==> src/rtl/rtc_cal_pkg.sv <==
package rtc_cal_pkg;
  localparam int unsigned NUM_FIELDS = 7;
  localparam int unsigned ADR_CTL    = 0;
  localparam int unsigned ADR_SEC    = 2;
  localparam int unsigned ADR_MON    = ADR_SEC + 5;
  localparam int unsigned STOP_BIT   = 5;
  localparam logic [7:0]  CTL_MASK   = 8'hA8;

  // index 0 = seconds ... 6 = year
  localparam logic [NUM_FIELDS-1:0][7:0] FIELD_MASK =
    {8'hFF, 8'h1F, 8'h07, 8'h3F, 8'h3F, 8'h7F, 8'h7F};
  localparam logic [NUM_FIELDS-1:0][7:0] FIELD_LO =
    {8'h00, 8'h01, 8'h00, 8'h01, 8'h00, 8'h00, 8'h00};
  localparam logic [NUM_FIELDS-1:0][7:0] FIELD_RST =
    {8'h00, 8'h01, 8'h06, 8'h01, 8'h00, 8'h00, 8'h00};

  typedef enum logic [2:0] {
    F_SEC = 3'd0, F_MIN = 3'd1, F_HOUR = 3'd2, F_DAY = 3'd3,
    F_WDAY = 3'd4, F_MON = 3'd5, F_YEAR = 3'd6
  } field_e;

  function automatic logic [7:0] bcd_inc(input logic [7:0] v);
    if (v[3:0] >= 4'd9) return {v[7:4] + 4'd1, 4'd0};
    return {v[7:4], v[3:0] + 4'd1};
  endfunction

  // 10*t + o divisible by 4  <=>  (2t + o) mod 4 == 0
  function automatic logic bcd_leap(input logic [7:0] y);
    logic [4:0] s;
    s = {y[7:4], 1'b0} + {1'b0, y[3:0]};
    return s[1:0] == 2'b00;
  endfunction
endpackage

==> src/rtl/rtc_prescaler.sv <==
module rtc_prescaler #(
  parameter int unsigned DIV = 32768
) (
  input  logic clk_i,
  input  logic rst_ni,
  input  logic tick_i,
  input  logic hold_i,
  input  logic clr_i,
  output logic sec_o
);
  localparam int unsigned CNT_W = (DIV > 2) ? $clog2(DIV) : 1;
  localparam logic [CNT_W-1:0] CNT_TOP = CNT_W'(DIV - 1);

  logic [CNT_W-1:0] cnt_q;

  assign sec_o = tick_i && !hold_i && !clr_i && (cnt_q == CNT_TOP);

  always_ff @(posedge clk_i or negedge rst_ni) begin
    if (!rst_ni)                 cnt_q <= '0;
    else if (hold_i || clr_i)    cnt_q <= '0;
    else if (tick_i) begin
      if (cnt_q == CNT_TOP)      cnt_q <= '0;
      else                       cnt_q <= cnt_q + 1'b1;
    end
  end
endmodule

==> src/rtl/rtc_month_len.sv <==
module rtc_month_len (
  input  logic [7:0] month_i,
  input  logic [7:0] year_i,
  output logic [7:0] last_day_o
);
  import rtc_cal_pkg::*;

  always_comb begin
    unique case (month_i)
      8'h04, 8'h06, 8'h09, 8'h11: last_day_o = 8'h30;
      8'h02:                      last_day_o = bcd_leap(year_i) ? 8'h29 : 8'h28;
      default:                    last_day_o = 8'h31;
    endcase
  end
endmodule

==> src/rtl/rtc_bcd_field.sv <==
module rtc_bcd_field #(
  parameter logic [7:0] MASK = 8'h7F,
  parameter logic [7:0] LO   = 8'h00,
  parameter logic [7:0] RST  = 8'h00
) (
  input  logic       clk_i,
  input  logic       rst_ni,
  input  logic       inc_i,
  input  logic [7:0] hi_i,
  input  logic       ld_i,
  input  logic [7:0] ld_val_i,
  output logic [7:0] val_o,
  output logic       wrap_o
);
  import rtc_cal_pkg::*;

  logic [7:0] val_q;

  // >= rather than == so an out-of-range load still wraps
  assign wrap_o = inc_i && (val_q >= hi_i);
  assign val_o  = val_q;

  always_ff @(posedge clk_i or negedge rst_ni) begin
    if (!rst_ni)     val_q <= RST;
    else if (ld_i)   val_q <= ld_val_i & MASK;
    else if (inc_i)  val_q <= wrap_o ? LO : (bcd_inc(val_q) & MASK);
  end
endmodule

==> src/rtl/rtc_cal_core.sv <==
module rtc_cal_core #(
  parameter int unsigned TICKS_PER_SEC = 32768,
  parameter int unsigned ADDR_W        = 4
) (
  input  logic              clk_i,
  input  logic              rst_ni,
  input  logic              tick_i,
  input  logic              wr_en_i,
  input  logic [ADDR_W-1:0] addr_i,
  input  logic [7:0]        wdata_i,
  output logic [7:0]        rdata_o
);
  import rtc_cal_pkg::*;

  localparam logic [ADDR_W-1:0] A_CTL = ADDR_W'(ADR_CTL);
  localparam logic [ADDR_W-1:0] A_SEC = ADDR_W'(ADR_SEC);
  localparam logic [ADDR_W-1:0] A_MON = ADDR_W'(ADR_MON);
  localparam logic [ADDR_W-1:0] A_END = ADDR_W'(ADR_SEC + NUM_FIELDS - 1);

  logic [7:0] ctl_q;
  logic       vl_q, cent_q;
  logic       stop, time_wr, sec_pulse;
  logic [7:0] last_day;
  logic [NUM_FIELDS-1:0][7:0] fval, fhi;
  logic [NUM_FIELDS-1:0]      finc, fwrap, fld;

  assign stop    = ctl_q[STOP_BIT];
  assign time_wr = wr_en_i && (addr_i >= A_SEC) && (addr_i <= A_END);

  rtc_prescaler #(.DIV(TICKS_PER_SEC)) u_presc (
    .clk_i  (clk_i),
    .rst_ni (rst_ni),
    .tick_i (tick_i),
    .hold_i (stop),
    .clr_i  (time_wr),
    .sec_o  (sec_pulse)
  );

  rtc_month_len u_mlen (
    .month_i    (fval[F_MON]),
    .year_i     (fval[F_YEAR]),
    .last_day_o (last_day)
  );

  // carry chain; day and weekday share the midnight carry
  assign finc[F_SEC]  = sec_pulse;
  assign finc[F_MIN]  = fwrap[F_SEC];
  assign finc[F_HOUR] = fwrap[F_MIN];
  assign finc[F_DAY]  = fwrap[F_HOUR];
  assign finc[F_WDAY] = fwrap[F_HOUR];
  assign finc[F_MON]  = fwrap[F_DAY];
  assign finc[F_YEAR] = fwrap[F_MON];

  assign fhi[F_SEC]  = 8'h59;
  assign fhi[F_MIN]  = 8'h59;
  assign fhi[F_HOUR] = 8'h23;
  assign fhi[F_DAY]  = last_day;
  assign fhi[F_WDAY] = 8'h06;
  assign fhi[F_MON]  = 8'h12;
  assign fhi[F_YEAR] = 8'h99;

  for (genvar i = 0; i < NUM_FIELDS; i++) begin : g_field
    assign fld[i] = wr_en_i && (addr_i == ADDR_W'(ADR_SEC + i));
    rtc_bcd_field #(
      .MASK (FIELD_MASK[i]),
      .LO   (FIELD_LO[i]),
      .RST  (FIELD_RST[i])
    ) u_fld (
      .clk_i    (clk_i),
      .rst_ni   (rst_ni),
      .inc_i    (finc[i]),
      .hi_i     (fhi[i]),
      .ld_i     (fld[i]),
      .ld_val_i (wdata_i),
      .val_o    (fval[i]),
      .wrap_o   (fwrap[i])
    );
  end

  always_ff @(posedge clk_i or negedge rst_ni) begin
    if (!rst_ni) begin
      ctl_q  <= '0;
      vl_q   <= 1'b1;
      cent_q <= 1'b0;
    end else begin
      if (wr_en_i && addr_i == A_CTL) ctl_q <= wdata_i & CTL_MASK;
      if (fld[F_SEC])                 vl_q  <= wdata_i[7];
      if (fld[F_MON])                 cent_q <= wdata_i[7];
      else if (fwrap[F_YEAR])         cent_q <= ~cent_q;
    end
  end

  always_comb begin
    rdata_o = 8'h00;
    if (addr_i == A_CTL) rdata_o = ctl_q;
    for (int i = 0; i < NUM_FIELDS; i++)
      if (addr_i == ADDR_W'(ADR_SEC + i)) rdata_o = fval[i];
    if (addr_i == A_SEC) rdata_o[7] = vl_q;
    if (addr_i == A_MON) rdata_o[7] = cent_q;
  end
endmodule

==> config.mk <==
export PLATFORM = sky130hd
export DESIGN_NAME = rtc_cal_core
export DESIGN_NICKNAME = d
export VERILOG_FILES = /design/src/rtl/rtc_cal_pkg.sv /design/src/rtl/rtc_prescaler.sv /design/src/rtl/rtc_month_len.sv /design/src/rtl/rtc_bcd_field.sv /design/src/rtl/rtc_cal_core.sv
export SDC_FILE = /design/constraint.sdc
export NUM_CORES = 1
export LEC_CHECK = 0
export BUFFER_PORTS_ARGS = -buffer_cell sky130_fd_sc_hd__buf_2
export CORE_UTILIZATION = 30
export CTS_CLUSTER_DIAMETER = 150
export DETAILED_ROUTE_END_ITERATION = 7
export GPL_TIMING_DRIVEN = 1
export PLACE_DENSITY = 0.49
export RECOVER_POWER = 50
export SYNTH_ARGS = -nofsm -noshare
export SYNTH_HDL_FRONTEND = slang
export SYNTH_SLANG_ARGS = --single-unit
==> constraint.sdc <==
create_clock -name clk_i -period 4 [get_ports clk_i]
set_clock_uncertainty 0.15 [all_clocks]
set_input_delay 0.2 -clock clk_i [delete_from_list [all_inputs] [get_ports clk_i]]
set_output_delay 0.2 -clock clk_i [all_outputs]
set_load 0.01 [all_outputs]
==> results of run 1 <==
==> metrics by stage <==
step / power [mW] / cells / setup WS [ps] / utilization, % / area, um^2
floorplan: 1.48 / 551 / 627 / - / 4740
global placement: 1.72 / 767 / 374 / 32.9 / 5040
detailed placement: 1.74 / 767 / 66.7 / 32.9 / 5040
CTS: 2.59 / 785 / 60.4 / 35.1 / 5380
global route: 2.75 / 785 / 152 / 35.2 / 5390
finish: 2.59 / 785 / 359 / 35.2 / 5390
==> synthesized netlist by cell type (3+ instances only) <==
library cell / number / area (um^2)
inv_1: 28 / 105
xor2_1: 6 / 52.6
or3_1: 4 / 25.0
clkbuf_1: 14 / 52.6
nand3b_1: 3 / 22.5
nand2b_1: 3 / 18.8
nor3_1: 5 / 25.0
o21ai_1: 3 / 15.0
o41ai_1: 3 / 26.3
nand2_1: 70 / 263
a21boi_0: 3 / 22.5
a21o_1: 8 / 60.1
o21a_1: 6 / 45.0
buf_2: 3 / 15.0
nor2b_1: 15 / 93.8
o22ai_1: 3 / 18.8
o31a_1: 4 / 35.0
nand4_1: 7 / 43.8
and3_1: 6 / 37.5
a21oi_1: 20 / 100
o31ai_1: 9 / 67.6
dfrtp_1: 57 / 1430
and2_1: 5 / 31.3
mux2_2: 10 / 113
a31oi_1: 8 / 50.1
nor4b_1: 5 / 43.8
nor2_1: 34 / 128
nand3_1: 22 / 110
a22oi_1: 14 / 105
dfstp_2: 5 / 131
ha_1: 32 / 400
a221o_1: 4 / 40.0
nor3b_1: 5 / 37.5
mux2i_1: 11 / 110
a22o_1: 3 / 26.3
nor4_1: 4 / 25.0
o211ai_1: 6 / 45.0
o21ai_0: 53 / 265
==> kinds of logic (layout without fill, tap and decap cells) <==
logic type      Yosys count  in the layout  synth area share, %
compound gates          173            173                 24.9
xor+xnor                  6              6                 1.11
simple gates            206            206                 23.4
fa+ha+maj                32             32                 8.45
flops                    62             62                 32.9
mux                      21             21                 4.70
buf+inv                  51             74                 4.54
==> cell type report <==
| type | count | area (um^2) |
|---|---|---|
| Tap cell | 211 | 264 |
| Clock buffer | 13 | 280 |
| Fill cell | 1619 | 9930 |
| Clock inverter | 3 | 40.0 |
| Sequential cell | 62 | 1560 |
| Timing Repair Buffer | 30 | 168 |
| Inverter | 28 | 105 |
| Multi-Input combinational cell | 438 | 2970 |
==> timing repair <==
item,4_1_cts,5_1_grt
gates resized for setup,0,2
hold buffers,2,0
hold endpoints to repair,30,0
setup endpoints to repair,0,4
==> power by group through the flow <==
stage	registers, mW	clock network (mW)	logic, mW
finish	0.985	0.843	0.757
global placement	0.991	0	0.730
floorplan	0.904	0	0.577
global route	1.01	0.884	0.854
detailed placement	0.990	0	0.746
CTS	0.981	0.862	0.752
==> flip-flops by register name (all words and copies together) (netlist names) <==
name                 flops
cent_q                   1
vl_q                     1
ctl_q                    3
u_presc.cnt_q           15
g_field.u_fld.val_o     42
==> final timing paths <==
path	start	end	slack [ps]
worst max register to register	g_field[5].u_fld.val_o[0]$_DFFE_PN1P_	g_field[6].u_fld.val_o[4]$_DFFE_PN0P_	360
worst min-delay path	wdata_i[6]	g_field[0].u_fld.val_o[6]$_DFFE_PN0P_	40
min in group asynchronous	rst_ni	g_field[3].u_fld.val_o[2]$_DFFE_PN0P_	930
worst max-delay path	g_field[5].u_fld.val_o[0]$_DFFE_PN1P_	g_field[6].u_fld.val_o[4]$_DFFE_PN0P_	360
worst min register to register	vl_q$_DFFE_PN1P_	vl_q$_DFFE_PN1P_	320
max in group asynchronous	rst_ni	g_field[0].u_fld.val_o[1]$_DFFE_PN0P_	1060
==> routing by layer <==
layer	track usage (%)	wire [um]	share of wire [%]
met3	4.69	680	4.8
met1	24.4	6750	48
met5	0	0	0
met2	28.4	6330	45
met4	6.99	344	2.4
==> worst reg2reg max path, delay by kind of cell, from the launching register on <==
| family | cells | cell delay [ps] |
|---|---|---|
| AND/OR/NAND/NOR | 3 | 960 |
| multiplexers | 1 | 380 |
| flip-flops | 1 | 380 |
| adder cells (fa/ha/maj) | 2 | 500 |
| buffers and inverters | 1 | 130 |
| AO/OA/AOI/OAI | 5 | 1040 |
==> impl_metrics.json, run 1 <==
{
  "fin_nets": 617,
  "portBuffers": 23,
  "routed-via-count": 4343,
  "grt_pass1_vias": 4150,
  "p_int_mw": 1.64,
  "hpwl_mm": 10.0,
  "drt-vias-per-instance": 5.53,
  "crit_family": "compound AO/OA/AOI/OAI gates",
  "die-height_um": 128,
  "leakage_nw": 2.29,
  "ys_seq_elements": 62,
  "cts.sinks": 62,
  "clockPowerShare_pct": 32.6,
  "placement_rows": 45,
  "finalHoldViolCount": 0,
  "yosysUniqueCellTypes": 78,
  "power.switching_mw": 0.944,
  "crit_cells": 12,
  "initial_utilization_pct": 30.9,
  "synth-seq-area-share_pct": 32.9,
  "worst_pin_slew_ps": 2290,
  "overflow": 0,
  "drt_iter0_markers": 310,
  "fmax_mhz": 275,
  "worstPathRequired_ps": 4080,
  "die_x_um": 128,
  "dr.pass1.iters": 6,
  "cp_max_fo": 7,
  "yosys_warnings": 0,
  "whs_path_depth": 2,
  "clkLatencyLatePin_ps": 350,
  "finalSetupViolations": 0,
  "cts_inserted_buffers": 9,
  "cp-end-kind": "flip-flop",
  "startpoint_type": "flip-flop",
  "async_flop_share_pct": 100,
  "finalSetupTns_ps": 0,
  "status": "finished with violations",
  "ios": 24,
  "mostFrequentLayoutCell": "nand2_1",
  "postSynthCellCount": 551,
  "timing.final.crit_share_pct": 91.0,
  "worst-setup-path-type": "flip-flop to flip-flop",
  "seqPwrFrac_pct": 38.1,
  "clk_pin_slew_worst_paths_ps": 60,
  "synthFlopType": "dfrtp_1",
  "cts_buffer_depth": 2,
  "drive_gt1_share_pct": 12.9,
  "synth_area_per_cell_um2": 8.59,
  "htreeDepth": 3,
  "p_sw_share_pct": 36.5,
  "wl_per_cell_um": 18.0,
  "antenna_found_initial": 0,
  "die_area_mm2": 0.0163,
  "arrival_ps": 3730,
  "drc": 0,
  "synth-edff-count": 0,
  "ff2ff_path_depth": 12,
  "final_cell_mix": "nand2_1, dfrtp_1, o21ai_0",
  "wl_mm": 14.1,
  "postCtsSetupBuffers": 0,
  "violations": "max-capacitance violations, max-slew violations",
  "p_per_area_mw_per_mm2": 480,
  "cts_root_buf": "clkbuf_16",
  "synth_fp_nets": 599,
  "rsz0062_at_grt": "false",
  "fp.coreArea_mm2": 0.0153,
  "cts_tree": "yes",
  "p_comb_share_pct": 29.3,
  "ir_drop_v": 0.000222,
  "crit_slowest_cell": "nor4b_1",
  "whs_ps": 36.8,
  "area_growth_pct": 13.8,
  "netlist_area_mm2": 0.00474,
  "layout_min_cycle_time_ps": 3640,
  "crit_chain": "inv_1 -> ha_1 -> nor4b_1 -> o21ai_0 -> o21ai_0 -> a31oi_1 -> ha_1 -> nor4b_1 -> o22a_1 -> nor3_2 -> a31oi_2 -> mux2_2",
  "relSlewSlack_pct": -52.8,
  "gp_congestion": 0.894,
  "crit_buf_inv": 1,
  "grt_pass1_wl_mm": 22.8,
  "grt_max_degree": 36,
  "ant_nets": 0,
  "drv_slew": 36,
  "track_usage_pct": 18.3,
  "antenna_cells": 0,
  "cp_slowest_stage_delay_ps": 460,
  "hold_class": "input pin to flip-flop",
  "maxCapViolations": 1
}
Note: power is estimated with default switching activity, not from simulation.
==> run 2: changes to the inputs <==
- CTS_BUF_LIST: unset -> sky130_fd_sc_hd__clkbuf_16
- CTS_CLUSTER_SIZE: unset -> 25
==> impl_metrics.json, run 2 (synthesis gave the netlist of run 1 again) <==
{
  "status": "finished with violations",
  "violations": "max-capacitance violations, max-slew violations",
  "wl_per_cell_um": 18.0,
  "die_area_mm2": 0.0163,
  "clk_pin_slew_worst_paths_ps": 60,
  "area_growth_pct": 12.9,
  "seqPwrFrac_pct": 39.3,
  "finalSetupTns_ps": 0,
  "drt-vias-per-instance": 5.52,
  "p_int_mw": 1.56,
  "fin_cells": 785,
  "cts_inserted_buffers": 9,
  "grt_max_degree": 36,
  "rsz0062_at_grt": "false",
  "cts_tree": "yes",
  "timing.final.crit_share_pct": 91.2,
  "cp_max_fo": 7,
  "fill_cells": 1625,
  "p_comb_share_pct": 30.3,
  "ios": 24,
  "die_x_um": 128,
  "hpwl_mm": 10.0,
  "drt_iter0_markers": 395,
  "antenna_found_initial": 0,
  "setup_ws_ps": 351,
  "cts_buffer_depth": 2,
  "worst_pin_slew_ps": 2300,
  "cts_root_buf": "clkbuf_16",
  "placement_rows": 45,
  "hold_class": "input pin to flip-flop",
  "largest_reg_flops": 42,
  "initial_utilization_pct": 30.9,
  "crit_chain": "inv_1 -> ha_1 -> nor4b_1 -> o21ai_0 -> o21ai_0 -> a31oi_1 -> ha_1 -> nor4b_1 -> o22a_1 -> nor3_2 -> a31oi_2 -> mux2_2",
  "whs_path_depth": 2,
  "gp_congestion": 0.894,
  "clkLatencyLatePin_ps": 340,
  "power.switching_mw": 0.939,
  "dp_cells": 767,
  "wl_met3_um": 617,
  "grt_pass1_wl_mm": 22.8,
  "track_usage_pct": 18.3,
  "mostFrequentLayoutCell": "nand2_1",
  "maxCapViolations": 1,
  "dp_slack_ps": 66.7,
  "drc": 0,
  "p_sw_share_pct": 37.5,
  "finalHoldViolCount": 0,
  "dr.pass1.iters": 5,
  "layout_min_cycle_time_ps": 3650,
  "wl_mm": 14.1,
  "highest_layer": "met4",
  "worst-setup-path-type": "flip-flop to flip-flop",
  "ir_drop_v": 0.000222,
  "die-height_um": 128,
  "placed_cell_area_mm2": 0.00504,
  "arrival_ps": 3730,
  "cp_slowest_stage_delay_ps": 470,
  "route.met2.wl_mm": 6.43,
  "portBuffers": 23,
  "drive_gt1_share_pct": 12.2,
  "overflow": 0,
  "fp.coreArea_mm2": 0.0153,
  "startpoint_type": "flip-flop",
  "clockPowerShare_pct": 30.4,
  "routed-via-count": 4331,
  "htreeDepth": 3,
  "fmax_mhz": 274,
  "antenna_cells": 0,
  "cts.sinks": 62,
  "finalInstanceArea_mm2": 0.00535,
  "ant_nets": 0,
  "grt_pass1_vias": 4168,
  "finalSetupViolations": 0,
  "drv_slew": 36,
  "p_per_area_mw_per_mm2": 468,
  "relSlewSlack_pct": -53.3,
  "worstPathRequired_ps": 4080,
  "final_cell_mix": "nand2_1, dfrtp_1, o21ai_0",
  "met1_length_mm": 6.71,
  "cp-end-kind": "flip-flop",
  "crit_slowest_cell": "nor4b_1",
  "fin_nets": 617,
  "leakage_nw": 2.26,
  "ff2ff_path_depth": 12
}
[run 2: cell count changes in the layout (fill, tap and decap cells not counted)]
| cell | change |
|---|---|
| clkbuf_8 | -4 |
| clkinv_1 | +4 |
[run 2: what timing repair did]
item | in CTS | in global routing
setup endpoints to repair | 0 | 4
buffers inserted | 0 | 0
hold endpoints to repair | 30 | 0
resized for setup | 0 | 2
hold buffers | 2 | 0
[run 2: power groups by stage]
stage	Clock, mW	Combinational [mW]	Sequential [mW]
6_report	0.761	0.758	0.984
5_1_grt	0.801	0.854	1.01
4_1_cts	0.780	0.752	0.980
3_5_place_dp	0	0.746	0.990
3_3_place_gp	0	0.730	0.991
2_1_floorplan	0	0.577	0.904
[run 2: final timing paths]
kind	startpoint	endpoint	slack, ps
worst max-delay path	g_field[5].u_fld.val_o[0]$_DFFE_PN1P_	g_field[6].u_fld.val_o[4]$_DFFE_PN0P_	350
worst min-delay path	wdata_i[6]	g_field[0].u_fld.val_o[6]$_DFFE_PN0P_	40
worst max register to register	g_field[5].u_fld.val_o[0]$_DFFE_PN1P_	g_field[6].u_fld.val_o[4]$_DFFE_PN0P_	350
worst min register to register	vl_q$_DFFE_PN1P_	vl_q$_DFFE_PN1P_	320
max in group asynchronous	rst_ni	g_field[0].u_fld.val_o[1]$_DFFE_PN0P_	1050
min in group asynchronous	rst_ni	g_field[4].u_fld.val_o[0]$_DFFE_PN0P_	940
[run 2: worst max-delay path: cells and delay by family (launching register included)]
family                   cells  cell delay, ps
AND/OR/NAND/NOR              3             980
flip-flops                   1             380
multiplexers                 1             370
buffers and inverters        1             130
AO/OA/AOI/OAI                5            1030
adder cells (fa/ha/maj)      2             500
[run 2: routing by layer]
layer	up-vias	GRT usage [%]
met1	2121	24.4
met5	-	0
met2	108	28.5
met4	0	8.24
met3	22	3.94
li1	2080	-
[run 2: layout make-up]
cell class	count	area, um^2	area share, %
Multi-Input combinational cell	438	2970	55.6
Inverter	28	105	1.96
Timing Repair Buffer	30	168	3.13
Clock inverter	7	55.1	1.03
Sequential cell	62	1560	29.1
Clock buffer	9	225	4.21
Tap cell	211	264	4.94
[run 2: metrics by stage]
stage	util [%]	total power, mW	hold WS, ps
CTS	34.9	2.51	33.1
floorplan	-	1.48	-246
global route	34.9	2.67	45.3
global placement	32.9	1.72	223
detailed placement	32.9	1.74	228
finish	34.9	2.50	35.3
